$ cat config.mk
export PLATFORM = sky130hd
export DESIGN_NAME = mdio_master
export DESIGN_NICKNAME = d
export VERILOG_FILES = /design/src/rtl/mdio_pkg.sv /design/src/rtl/mdio_regs.sv /design/src/rtl/mdio_mdc_gen.sv /design/src/rtl/mdio_seq.sv /design/src/rtl/mdio_master.sv
export SDC_FILE = /design/constraint.sdc
export NUM_CORES = 1
export LEC_CHECK = 0
export ABC_CLOCK_PERIOD_IN_PS = 5370
export BUFFER_PORTS_ARGS = -buffer_cell sky130_fd_sc_hd__buf_2
export CAP_MARGIN = 20
export CELL_PAD_IN_SITES_DETAIL_PLACEMENT = 0
export CELL_PAD_IN_SITES_GLOBAL_PLACEMENT = 1
export CORE_MARGIN = 4
export CORE_UTILIZATION = 40
export DETAILED_ROUTE_END_ITERATION = 10
export GPL_TIMING_DRIVEN = 0
export PLACE_DENSITY = 0.69
export SKIP_LAST_GASP = 1
export SLEW_MARGIN = 20
export SYNTH_ARGS = -nofsm -noshare
export SYNTH_HDL_FRONTEND = slang
export SYNTH_HIERARCHICAL = 1
export SYNTH_SLANG_ARGS = --single-unit
export TNS_END_PERCENT = 20
$ cat constraint.sdc
create_clock -name clk -period 5.37 [get_ports clk]
set_input_delay 1.074 -clock clk [delete_from_list [all_inputs] [get_ports clk]]
set_output_delay 1.074 -clock clk [all_outputs]
set_load 0.005 [all_outputs]
$ cat src/rtl/mdio_pkg.sv
package mdio_pkg;
  localparam int FRAME_BITS = 64;
  localparam int TA_FIRST   = 46;
  localparam int TA_SECOND  = 47;
  localparam int DATA_FIRST = 48;
  localparam int DIV_W      = 8;

  localparam logic [1:0] IDX_CFG = 2'd0;
  localparam logic [1:0] IDX_CTL = 2'd1;
  localparam logic [1:0] IDX_DAT = 2'd2;
  localparam logic [1:0] IDX_ADR = 2'd3;

  typedef enum logic [1:0] {FR_WRITE, FR_READ, FR_ADDR} frame_kind_e;

  // assembles the whole serial frame, MSB sent first
  function automatic logic [FRAME_BITS-1:0] build_frame(
    input logic        ext_mode,
    input frame_kind_e kind,
    input logic [4:0]  port,
    input logic [4:0]  dev,
    input logic [15:0] payload
  );
    logic [1:0] st;
    logic [1:0] op;
    logic [1:0] ta;
    logic [15:0] body;
    st = ext_mode ? 2'b00 : 2'b01;
    case (kind)
      FR_READ: op = ext_mode ? 2'b11 : 2'b10;
      FR_ADDR: op = 2'b00;
      default: op = 2'b01;
    endcase
    ta   = (kind == FR_READ) ? 2'b11 : 2'b10;
    body = (kind == FR_READ) ? 16'hFFFF : payload;
    return {32'hFFFF_FFFF, st, op, port, dev, ta, body};
  endfunction
endpackage

$ cat src/rtl/mdio_regs.sv
module mdio_regs
  import mdio_pkg::*;
(
  input  logic                  clk,
  input  logic                  rst,
  input  logic                  wr,
  input  logic                  rd,
  input  logic [1:0]            idx,
  input  logic [31:0]           wdata,
  output logic [31:0]           rdata,
  input  logic                  seq_active,
  input  logic                  seq_done,
  input  logic                  seq_was_read,
  input  logic                  seq_err,
  input  logic [15:0]           seq_word,
  output logic                  busy,
  output logic                  start,
  output frame_kind_e           kind,
  output logic [FRAME_BITS-1:0] frame,
  output logic                  neg_edge,
  output logic [DIV_W-1:0]      half_div
);
  logic        ext_q;
  logic        err_q;
  logic [4:0]  dev_q;
  logic [4:0]  port_q;
  logic        rdreq_q;
  logic [15:0] data_q;
  logic [15:0] adr_q;

  assign busy = start | seq_active;

  always_ff @(posedge clk) begin
    if (rst) begin
      ext_q    <= 1'b0;
      err_q    <= 1'b0;
      dev_q    <= '0;
      port_q   <= '0;
      rdreq_q  <= 1'b0;
      data_q   <= '0;
      adr_q    <= '0;
      neg_edge <= 1'b0;
      half_div <= '0;
      start    <= 1'b0;
      kind     <= FR_WRITE;
      frame    <= '0;
      rdata    <= '0;
    end else begin
      start <= 1'b0;
      if (wr && !busy) begin
        case (idx)
          IDX_CFG: begin
            ext_q    <= wdata[6];
            half_div <= wdata[15:8];
            neg_edge <= wdata[23];
          end
          IDX_CTL: begin
            dev_q   <= wdata[4:0];
            port_q  <= wdata[9:5];
            rdreq_q <= wdata[15];
            if (wdata[15]) begin
              start <= 1'b1;
              kind  <= FR_READ;
              frame <= build_frame(ext_q, FR_READ, wdata[9:5], wdata[4:0], 16'h0000);
            end
          end
          IDX_DAT: begin
            data_q <= wdata[15:0];
            start  <= 1'b1;
            kind   <= FR_WRITE;
            frame  <= build_frame(ext_q, FR_WRITE, port_q, dev_q, wdata[15:0]);
          end
          default: begin
            adr_q <= wdata[15:0];
            if (ext_q) begin
              start <= 1'b1;
              kind  <= FR_ADDR;
              frame <= build_frame(ext_q, FR_ADDR, port_q, dev_q, wdata[15:0]);
            end
          end
        endcase
      end
      if (start) err_q <= 1'b0;
      if (seq_done && seq_was_read) begin
        data_q <= seq_word;
        err_q  <= seq_err;
      end
      if (rd) begin
        case (idx)
          IDX_CFG: rdata <= {8'h00, neg_edge, 7'h00, half_div, 1'b0, ext_q, 4'h0, err_q, busy};
          IDX_CTL: rdata <= {16'h0000, rdreq_q, 5'h00, port_q, dev_q};
          IDX_DAT: rdata <= {16'h0000, data_q};
          default: rdata <= {16'h0000, adr_q};
        endcase
      end
    end
  end

  // a write that arrives during a frame leaves stored fields untouched
  a_r10_busy_write_ignored: assert property (@(posedge clk) disable iff (rst)
    (wr && busy && !seq_done) |=> ($stable(data_q) && $stable(adr_q) && $stable(ext_q) && $stable(half_div)));

  // the error flag only rises as a read frame completes
  a_r8_err_after_read: assert property (@(posedge clk) disable iff (rst)
    $rose(err_q) |-> $past(seq_done && seq_was_read));
endmodule

$ cat src/rtl/mdio_mdc_gen.sv
module mdio_mdc_gen #(
  parameter int DW = 8
) (
  input  logic          clk,
  input  logic          rst,
  input  logic          run,
  input  logic [DW-1:0] half_div,
  output logic          mdc,
  output logic          rise,
  output logic          fall
);
  logic [DW-1:0] cnt;
  logic [DW-1:0] half;
  logic          last;

  assign half = (half_div == '0) ? DW'(1) : half_div;
  assign last = (cnt == half - DW'(1));
  assign rise = run && last && !mdc;
  assign fall = run && last && mdc;

  always_ff @(posedge clk) begin
    if (rst || !run) begin
      cnt <= '0;
      mdc <= 1'b0;
    end else if (last) begin
      cnt <= '0;
      mdc <= ~mdc;
    end else begin
      cnt <= cnt + DW'(1);
    end
  end

  // each phase lasts at most the programmed half period
  a_r3_phase_bound: assert property (@(posedge clk) disable iff (rst)
    run |-> (cnt < half));
endmodule

$ cat src/rtl/mdio_seq.sv
module mdio_seq
  import mdio_pkg::*;
(
  input  logic                  clk,
  input  logic                  rst,
  input  logic                  start,
  input  frame_kind_e           kind,
  input  logic [FRAME_BITS-1:0] frame,
  input  logic                  neg_edge,
  input  logic                  rise,
  input  logic                  fall,
  input  logic                  mdio_i,
  output logic                  active,
  output logic                  mdio_o,
  output logic                  mdio_oe,
  output logic                  done,
  output logic                  was_read,
  output logic                  ta_bad,
  output logic [15:0]           rx_word
);
  localparam int CW = $clog2(FRAME_BITS + 1);

  logic [FRAME_BITS-1:0] fr_q;
  logic [CW-1:0]         sampled;
  logic [5:0]            pos_next_r;
  logic [5:0]            pos_next_f;

  assign pos_next_r = 6'(FRAME_BITS - 2) - sampled[5:0];
  assign pos_next_f = 6'(FRAME_BITS - 1) - sampled[5:0];

  always_ff @(posedge clk) begin
    if (rst) begin
      fr_q     <= '0;
      sampled  <= '0;
      active   <= 1'b0;
      mdio_o   <= 1'b0;
      mdio_oe  <= 1'b0;
      done     <= 1'b0;
      was_read <= 1'b0;
      ta_bad   <= 1'b0;
      rx_word  <= '0;
    end else begin
      done <= 1'b0;
      if (start && !active) begin
        fr_q     <= frame;
        was_read <= (kind == FR_READ);
        active   <= 1'b1;
        sampled  <= '0;
        mdio_o   <= frame[FRAME_BITS-1];
        mdio_oe  <= 1'b1;
        ta_bad   <= 1'b0;
      end else if (active) begin
        if (rise) begin
          sampled <= sampled + CW'(1);
          if (was_read && sampled == CW'(TA_SECOND)) ta_bad <= mdio_i;
          if (was_read && sampled >= CW'(DATA_FIRST)) rx_word <= {rx_word[14:0], mdio_i};
          if (!neg_edge && sampled < CW'(FRAME_BITS - 1)) begin
            mdio_o  <= fr_q[pos_next_r];
            mdio_oe <= !was_read || (sampled + CW'(1) < CW'(TA_FIRST));
          end
        end
        if (fall) begin
          if (sampled == CW'(FRAME_BITS)) begin
            active  <= 1'b0;
            mdio_oe <= 1'b0;
            done    <= 1'b1;
          end else if (neg_edge) begin
            mdio_o  <= fr_q[pos_next_f];
            mdio_oe <= !was_read || (sampled < CW'(TA_FIRST));
          end
        end
      end
    end
  end

  // line stays released from the second turnaround bit on
  a_r7_released_for_phy: assert property (@(posedge clk) disable iff (rst)
    (active && was_read && sampled >= CW'(TA_SECOND)) |-> !mdio_oe);

  // falling-edge mode never moves the output on a rising edge
  a_r11_hold_on_rise: assert property (@(posedge clk) disable iff (rst)
    (active && neg_edge && rise) |=> $stable(mdio_o));

  // rising-edge mode never moves the output on a falling edge
  a_r11_hold_on_fall: assert property (@(posedge clk) disable iff (rst)
    (active && !neg_edge && fall) |=> $stable(mdio_o));
endmodule

$ cat src/rtl/mdio_master.sv
module mdio_master
  import mdio_pkg::*;
(
  input  logic        clk,
  input  logic        rst,
  input  logic        reg_wr,
  input  logic        reg_rd,
  input  logic [1:0]  reg_idx,
  input  logic [31:0] reg_wdata,
  output logic [31:0] reg_rdata,
  output logic        mdc,
  output logic        mdio_o,
  output logic        mdio_oe,
  input  logic        mdio_i
);
  logic                  busy;
  logic                  start;
  frame_kind_e           kind;
  logic [FRAME_BITS-1:0] frame;
  logic                  neg_edge;
  logic [DIV_W-1:0]      half_div;
  logic                  active;
  logic                  done;
  logic                  was_read;
  logic                  ta_bad;
  logic [15:0]           rx_word;
  logic                  rise;
  logic                  fall;

  mdio_regs u_regs (
    .clk          (clk),
    .rst          (rst),
    .wr           (reg_wr),
    .rd           (reg_rd),
    .idx          (reg_idx),
    .wdata        (reg_wdata),
    .rdata        (reg_rdata),
    .seq_active   (active),
    .seq_done     (done),
    .seq_was_read (was_read),
    .seq_err      (ta_bad),
    .seq_word     (rx_word),
    .busy         (busy),
    .start        (start),
    .kind         (kind),
    .frame        (frame),
    .neg_edge     (neg_edge),
    .half_div     (half_div)
  );

  mdio_mdc_gen #(.DW(DIV_W)) u_mdc (
    .clk      (clk),
    .rst      (rst),
    .run      (active),
    .half_div (half_div),
    .mdc      (mdc),
    .rise     (rise),
    .fall     (fall)
  );

  mdio_seq u_seq (
    .clk      (clk),
    .rst      (rst),
    .start    (start),
    .kind     (kind),
    .frame    (frame),
    .neg_edge (neg_edge),
    .rise     (rise),
    .fall     (fall),
    .mdio_i   (mdio_i),
    .active   (active),
    .mdio_o   (mdio_o),
    .mdio_oe  (mdio_oe),
    .done     (done),
    .was_read (was_read),
    .ta_bad   (ta_bad),
    .rx_word  (rx_word)
  );

  // when no transfer is pending the bus is quiet
  a_r9_idle_quiet: assert property (@(posedge clk) disable iff (rst)
    !busy |-> (!mdio_oe && !mdc));
endmodule

# ---- Word-level counts from Yosys, hierarchy flattened
# Cells that the tools add are included.
dict set report totals {
  wordCells 128
  rom_bits 0
  ramBits 0
  ff_bits 255
  mem_count 0
  latch_bits 0
}
dict set report op_classes {
  n_addsub 5
  n_mux 41
  n_reduce_logical 37
  mul 0
  shift 0
  n_div 0
  order_cmp 6
  bitwise_logic 8
  eq_ne 7
}
# cell count
set ops {}
lappend ops {{one-hot mux 64 bit (3 select lines)} 1}
lappend ops {{2-to-1 mux 64 bit} 2}
lappend ops {{one-hot mux 24 bit (3 select lines)} 1}
lappend ops {{2-to-1 mux 16 bit} 3}
lappend ops {{2-to-1 mux 1 bit} 27}
lappend ops {{< comparator 7 x 6 -> 1 bit (second input constant)} 3}
lappend ops {{< comparator 6 x 7 -> 1 bit (second input constant)} 2}
lappend ops {{binary-select mux 1 bit (select 6 bit)} 2}
lappend ops {{subtractor 6 bit (first input constant)} 2}
lappend ops {{AND reduction 2 bit} 5}
lappend ops {{logical AND 1 bit} 9}
lappend ops {{adder 8 x 1 -> 8 bit (second input constant)} 1}
lappend ops {{equality test 8 bit} 1}
lappend ops {{zero test 8 bit} 1}
lappend ops {{2-to-1 mux 8 bit} 1}
lappend ops {{AND reduction 4 bit} 2}
lappend ops {{nonzero test 2 bit} 4}
lappend ops {{subtractor 8 x 1 -> 8 bit (second input constant)} 1}
lappend ops {{adder 7 x 1 -> 7 bit (second input constant)} 1}
lappend ops {{equality test 7 x 6 -> 1 bit (second input constant)} 1}
lappend ops {{equality test 7 bit (second input constant)} 1}
lappend ops {{greater-or-equal comparator 7 x 6 -> 1 bit (second input constant)} 1}
lappend ops {{inverter 1 bit} 7}
lappend ops {{one-hot mux 2 bit (3 select lines)} 1}
lappend ops {{other kinds (14)} 24}

# ---- Logic depth before layout (Yosys ltp)
# Gate-level depths: netlist of the first run.
dict set report logic_depth {
  depth_word 12
  ltp_mapped 15
  depth_no_buf 14
}

# ---- By module
# The synthesis of the first run kept the hierarchy.
# module n_inst seq_area_each_um2 cells_each area_per_inst_um2
set modules_own_cells {}
lappend modules_own_cells {mdio_regs 1 2062.0 593 5183.7}
lappend modules_own_cells {mdio_seq 1 1861.8 534 4690.7}
lappend modules_own_cells {mdio_mdc_gen 1 180.2 71 613.1}

# ---- Worst setup path after synthesis of the first run
# No wires, ideal clock.
dict set report synth_timing {
  path_type {reg2reg}
  start {register u_regs.half_div[2]}
  end {register u_seq.rx_word[4]}
  arrival_time_ns 3.828
  slack_ns 1.415
  t_required_ns 5.242
  stages_incl_launch_ff 16
  n_path_buf 1
  synth_period_minus_slack_ns 3.955
  path_cell_list {dfxtp_1 -> nor4_1 -> a31oi_1 -> ha_1 -> xnor2_1 -> a22o_1 -> a2111oi_4 -> nand4_1 -> nor2_2 -> and3b_1 -> and2_0 -> nand2_1 -> nor2_1 -> buf_2 -> mux2i_1 -> nor2_1}
}
dict set report synth_between {
  elab_chain_len 7
}
# item line_no
set synth_rtl {}
lappend synth_rtl {{start: declaration} mdio_regs.sv:21} ;# output logic [DIV_W-1:0] half_div
lappend synth_rtl {{start signal: assignment} mdio_regs.sv:54} ;# half_div <= wdata[15:8];
lappend synth_rtl {{zero test 8 bit} mdio_mdc_gen.sv:16} ;# assign half = (half_div == '0) ? DW'(1) : half_div;
lappend synth_rtl {{2-to-1 mux 8 bit (*)} mdio_mdc_gen.sv:16}
lappend synth_rtl {{subtractor 8 x 1 -> 8 bit (*)} mdio_mdc_gen.sv:17} ;# assign last = (cnt == half - DW'(1));
lappend synth_rtl {{equality test 8 bit (*)} mdio_mdc_gen.sv:17}
lappend synth_rtl {{logical AND 1 bit (*) (2 in a row)} mdio_mdc_gen.sv:18} ;# assign rise = run && last && !mdc;
lappend synth_rtl {{named net rise} mdio_master.sv:27} ;# logic rise;
lappend synth_rtl {{AND reduction 4 bit (no line) (*)} -}
lappend synth_rtl {{end signal: assignment} mdio_seq.sv:56} ;# if (was_read && sampled >= CW'(DATA_FIRST)) rx_word <= {rx_word[14:0], mdio_i};
lappend synth_rtl {{end: declaration} mdio_seq.sv:19} ;# output logic [15:0] rx_word
# Mark *: on every way through the listed nets, which the timed path passes. The rest lies on a longest branch.
# A chain may end at the register's enable or synchronous reset.

# ---- Final worst setup path of the first run
dict set report layout_timing {
  start {register u_regs.half_div[2]}
  end {register u_seq.rx_word[11]}
}
# Same word-level chain as after synthesis.

==> results of run 1 <==
worst max-delay path: stages (launching register included):
cell and delay, ns:
dfxtp_1 0.37, nor4_1 0.52, a31oi_1 0.23, ha_1 0.30
xnor2_1 0.15, a22o_1 0.22, a2111oi_4 0.34, nand4_1 0.22
nor2_2 0.19, and3b_1 0.30, and2_0 0.38, nand2_1 0.09
nor2_1 0.57, buf_2 0.41, mux2i_1 0.24, nor2_1 0.05
power groups by stage:
stage | clock network (mW) | registers [mW] | logic, mW
after floorplan | 0 | 1.63 | 0.270
after global placement | 0 | 1.65 | 0.371
after detailed placement | 0 | 1.64 | 0.380
after CTS | 1.60 | 1.61 | 0.381
after global routing | 1.66 | 1.62 | 0.421
final | 1.56 | 1.61 | 0.382
through the flow:
step,utilization [%],area (sq um)
floorplan,-,10540
global placement,43.14,11180
detailed placement,43.22,11200
CTS,46.08,11940
global route,46.08,11940
finish,46.08,11940
synthesized netlist by cell type (10+ instances only):
| cell | count |
|---|---|
| nand2_1 | 254 |
| dfxtp_1 | 205 |
| a21oi_1 | 142 |
| clkbuf_1 | 66 |
| buf_4 | 54 |
| nor2_1 | 53 |
| mux2i_1 | 39 |
| mux4_2 | 29 |
| a41oi_1 | 28 |
| nor3_1 | 27 |
| nand2b_1 | 26 |
| a211oi_2 | 19 |
| buf_2 | 18 |
| nand3_1 | 17 |
| a22oi_1 | 14 |
| a211oi_1 | 12 |
| o32ai_1 | 12 |
| ha_1 | 11 |
| xnor2_1 | 11 |
| a221oi_1 | 10 |
| a311oi_2 | 10 |
| buf_1 | 10 |
| xor2_1 | 10 |
metal layers:
metal  routed length [um]  part of all wire (%)  track usage (%)  vias to the layer above
li1                     -                     -                -                     4396
met1                15520                    48            33.51                     4429
met2                14460                    45            34.78                      237
met3                 1955                   6.0            3.066                       35
met4                  448                   1.4            3.924                        0
met5                    0                     0                0                        -
cell type report:
class | instances | area share [%]
Buffer | 154 | 7.105
Clock buffer | 36 | 5.837
Clock inverter | 3 | 0.3563
Inverter | 9 | 0.2830
Multi-Input combinational cell | 845 | 46.55
Sequential cell | 205 | 34.38
Tap cell | 335 | 3.511
Timing Repair Buffer | 44 | 1.970
flip-flops by register name, summed over array words and instances (netlist names), 2 cells and up:
name / flops
u_regs/frame: 29
u_regs/kind: 2
u_regs/data_q: 16
u_regs/dev_q: 5
u_regs/port_q: 5
u_mdc/cnt: 8
u_seq/sampled: 7
u_seq/rx_word: 16
u_regs/adr_q: 16
u_seq/fr_q: 64
u_regs/rdata: 17
u_regs/half_div: 8
path summary, 6_finish.rpt:
path                                          from                 to  slack (ns)  cells past startpoint
worst min-delay path              u_regs/adr_q[10]   u_regs/adr_q[10]        0.45                      2
worst min register to register    u_regs/adr_q[10]   u_regs/adr_q[10]        0.45                      2
worst max-delay path            u_regs/half_div[2]  u_seq/rx_word[11]        0.66                     15
worst max register to register  u_regs/half_div[2]  u_seq/rx_word[11]        0.66                     15
kinds of logic (layout without fill, tap and decap cells):
group | after synthesis | count (layout)
buf+inv | 163 | 246
compound gates | 297 | 297
flops | 205 | 205
fa+ha+maj | 11 | 11
simple gates | 429 | 429
mux | 70 | 70
other cells | 1 | 16
xor+xnor | 22 | 22
==> reports/metrics.yaml, run 1 <==
area_growth_pct: 13.84
tightest_slew_ns: 0.7757
die_h_um: 169.9
synth-compound-area-share_pct: 20.50
layout_common_cells: "nand2_1 (254), dfxtp_1 (204), a21oi_1 (142), clkbuf_1 (74), buf_2 (61)"
multi_input_area_sq_um: 5558
clkPwrFrac_pct: 44.0
final_cell_count_no_fill: 1631
synth-main-ff-cell: "dfxtp_1"
detail-route-antenna-nets: 0
cp_max_fo: 10
min_period_ns: 4.714
nets: 1333
synth-edff-count: 0
drv_slew: 0
gp_congestion: 0.8637
max-vdd-ir-drop_v: 0.0002637
fp.dieW_um: 169.9
hold_path.class: "reg -> reg"
power_frac_seq_pct: 45.3
drcViolationCount: 0
cts_hold_buf: 0
n_fill_cell: 2570
final_common_cell: "nand2_1"
grt_max_degree: 30
grt_use_total_pct: 22.33
vias_per_cell: 5.578
synth.top_cell.area_share_pct: 39.13
synth_top_family_by_area: "compound AO/OA/AOI/OAI gates"
post_cts_resize_count: 0
ys_seq_area_share_pct: 39.13
dp_slack_ns: 0.6485
synthCells: 1198
timing.final.ws_setup_ns: 0.6560
finalHoldWorstSlack_ns: 0.4548
grt_pass1_vias: 8890
seqCellArea_sq_um: 4105
finalWirelength_um: 32380
comb_power_share_pct: 10.7
dr.pass1.iters: 5
wl_per_cell_um: 19.85
via_count: 9097
final.period_utilization_pct: 87.78
power.share.switching_pct: 25.34
dieArea_sq_um: 28870
dp_hpwl_um: 24030
cts_made_buffers: 24
critPathKind: "reg -> reg"
cts.path.max_buffers: 3
synth_seq_cells: 205
outcome: "complete, no violations"
io_pins: 74
synthDistinctLibCells: 69
cts_root_buffer: "clkbuf_16"
netlist_top_cells_area: "dfxtp_1 (39%), nand2_1 (9.1%), a21oi_1 (6.8%)"
cts-htree-levels: 1
io_buffer_count: 43
power.density_nw_per_um2: 298.0
grt_overflow: 0
synth_fa_ha_area_share_pct: 1.312
antennaDiodeCount: 0
slew_headroom_pct: 48.29
rows: 59
placed_cells: 1592
core_area_sq_um: 25910
syn_area_per_cell_sq_um: 8.754
drv_cap: 0
path_clk_slew_ns: 0.06
clock_skew_ns: 0.009599
antenna_found_initial: 0
p_total_mw: 3.558
synthSimpleGateAreaFrac_pct: 18.43
yosysWarnings: 6
netSwitchingPower_uw: 901.4
setup_violations: 0
synth_mux_area_share_pct: 10.16
final_layout_size_suffix_gt1_share_pct: 17.44
start_kind: "flip-flop"
arrival_ns: 5.10
drt_iter0_markers: 654
clock_latency_ns: 0.52
tns_ns: 0
netlist_area_sq_um: 10490
grt_setup_unrepaired: "no"
hold_viol_final: 0
fmax_mhz: 212.1
initial_utilization_pct: 40.48
synth_area_leader_cell: "dfxtp_1"
end_kind: "flip-flop"
cell_internal_pwr_mw: 2.656
cts.sinks: 205
grt_pass1_wl_um: 51530
post-cts-setup-buffers: 0
cts_tree: "built"
async_flop_share_pct: 0
p_leak_nw: 4.113
synth-xor-area-share_pct: 2.016
crit_required_ns: 5.76
Note: power is estimated with default switching activity, not from simulation.
==> inputs of run 2 (changes only) <==
--- a/config.mk
+++ b/config.mk
@@ -15,6 +15,7 @@
 export DETAILED_ROUTE_END_ITERATION = 10
 export GPL_TIMING_DRIVEN = 0
 export PLACE_DENSITY = 0.69
+export REMOVE_ABC_BUFFERS = 1
 export SKIP_LAST_GASP = 1
 export SLEW_MARGIN = 20
 export SYNTH_ARGS = -nofsm -noshare
==> run 2 against run 1 <==
  * Maximum frequency grew 5.1%
  * Global-route usage fell by 3.3 points
  * Sequential power barely moved
  * Final cell count decreased by 8.5%
  * Clock skew is 0.0032 ns higher
  * Via count is 8.4% lower
  * Critical path depth is 1 lower
  * Critical path type unchanged
  * Critical endpoint is now u_seq/rx_word[1]
  * Largest cell class unchanged
  * Largest power group unchanged
  * Highest routed layer unchanged
==> reports/metrics.yaml, run 2 (synthesized netlist as in run 1, its figures left out) <==
outcome: "complete, no violations"
rrSetupSlack_ns: 0.89
slowest_delay_ns: 0.56
clock_skew_ns: 0.01284
drcViolationCount: 0
via_count: 8336
r2r_cells: 14
initial_utilization_pct: 40.48
cts_hold_buf: 0
dp_hpwl_um: 17880
drt_iter0_markers: 593
drv_cap: 0
drv_slew: 0
cts_tree: "built"
top_register: "u_seq/fr_q"
final_cell_count_no_fill: 1492
dr.pass1.iters: 5
clock_latency_ns: 0.52
core_area_sq_um: 25910
min-delay-start: "u_regs/frame[6]"
cts.path.max_buffers: 3
detail-route-antenna-nets: 0
p_leak_nw: 3.757
final.period_utilization_pct: 83.52
critPathCapture: "u_seq/rx_word[1]"
n_fill_cell: 2553
largest_reg_flops: 64
io_buffer_count: 43
multi_input_area_sq_um: 5627
grt_use_total_pct: 19.00
cts_root_buffer: "clkbuf_16"
grt_setup_unrepaired: "no"
final_common_cell: "nand2_1"
tns_ns: 0
post-cts-setup-buffers: 0
worstPathCellList: "nor4_1 -> a31oi_1 -> ha_1 -> xnor2_1 -> a22o_1 -> a2111oi_4 -> nand4_1 -> nor2_2 -> and3b_1 -> and2_0 -> nand2_1 -> nor2_4 -> mux2i_1 -> nor2_1"
r2r_end: "u_seq/rx_word[1]"
grt_pass1_vias: 8058
largestRegisters: "u_seq/fr_q x64, u_regs/frame x29, u_regs/rdata x17"
seqCellArea_sq_um: 4109
placed_cells: 1448
start_kind: "flip-flop"
post_cts_resize_count: 0
gp_congestion: 0.7950
crit_required_ns: 5.76
hold_path.class: "reg -> reg"
slew_headroom_pct: 32.73
cp_max_fo: 16
final_layout_size_suffix_gt1_share_pct: 15.47
cp_slowest_cell: "nor2_4"
grt_max_degree: 82
fp.dieW_um: 169.9
startpoint: "u_regs/half_div[2]"
vias_per_cell: 5.587
power.density_nw_per_um2: 309.5
path_clk_slew_ns: 0.06
tightest_slew_ns: 1.008
arrival_ns: 4.88
cts_made_buffers: 24
end_kind: "flip-flop"
hold_viol_final: 0
nets: 1190
worstReg2RegStart: "u_regs/half_div[2]"
fmax_mhz: 223.0
min_period_ns: 4.485
grt_overflow: 0
max-vdd-ir-drop_v: 0.0001909
cts-htree-levels: 1
setup_violations: 0
area_growth_pct: 8.733
antennaDiodeCount: 0
layout_common_cells: "nand2_1 (254), dfxtp_1 (201), a21oi_1 (142), nor2_1 (52), buf_2 (43)"
io_pins: 74
rows: 59
cts.sinks: 205
antenna_found_initial: 0
dieArea_sq_um: 28870
wl_per_cell_um: 18.69
finalWirelength_um: 27880
critPathKind: "reg -> reg"
grt_pass1_wl_um: 45310
die_h_um: 169.9
run 2: worst min path at each step:
stage | end | slack (ns) | depth (start not counted)
finish | u_seq/fr_q[6] | 0.45 | 2
global route | u_regs/adr_q[10] | 0.48 | 2
CTS | u_regs/adr_q[0] | 0.45 | 2
detailed placement | u_regs/adr_q[0] | 0.44 | 2
global placement | u_regs/adr_q[0] | 0.44 | 2
floorplan | u_regs/adr_q[0] | 0.43 | 2
run 2: through the flow:
step | total power [mW] | cell area [sq um] | setup slack [ns] | util (%) | hold WS (ns)
2_1_floorplan | 1.822 | 9696 | 1.153 | - | 0.4251
3_3_place_gp | 1.944 | 10330 | -0.2075 | 39.87 | 0.4406
3_5_place_dp | 1.962 | 10610 | 0.9001 | 40.96 | 0.4430
4_1_cts | 3.572 | 11390 | 0.8826 | 43.96 | 0.4512
5_1_grt | 3.672 | 11400 | 0.5373 | 44.01 | 0.4752
6_report | 3.530 | 11400 | 0.8852 | 44.01 | 0.4514
run 2: routing by layer:
metal  part of all wire (%)  vias up  wire length, um  GRT usage (%)
met5                      0        -                0              0
met4                    1.1        0              320          3.299
met3                    3.9       25             1084          2.253
met2                     46      145            12920          30.64
met1                     49     4066            13560          27.86
li1                       -     4100                -              -
run 2: power by group:
part           switching (mW)  total (mW)  internal [mW]  leakage (nW)
Combinational           0.199       0.320          0.121          1.71
Clock                   0.660        1.60          0.941         0.385
Sequential             0.0415        1.61           1.57          1.66
run 2: layout make-up:
cell class              count  share of cell area [%]
clock buffers              33                   6.002
clock inverters            10                  0.8119
inverters                   9                  0.2962
multi-input cells         845                   49.34
flip-flops and latches    205                   36.03
well taps                 335                   3.676
repair buffers             55                   3.840
run 2: worst max-delay path, delay by kind of cell, from the launching register on:
family / cells / cell delay [ns]
AO/OA/AOI/OAI: 3 / 0.80
multiplexers: 1 / 0.29
adder cells (fa/ha/maj): 1 / 0.31
XOR/XNOR: 1 / 0.15
flip-flops: 1 / 0.39
AND/OR/NAND/NOR: 8 / 2.38
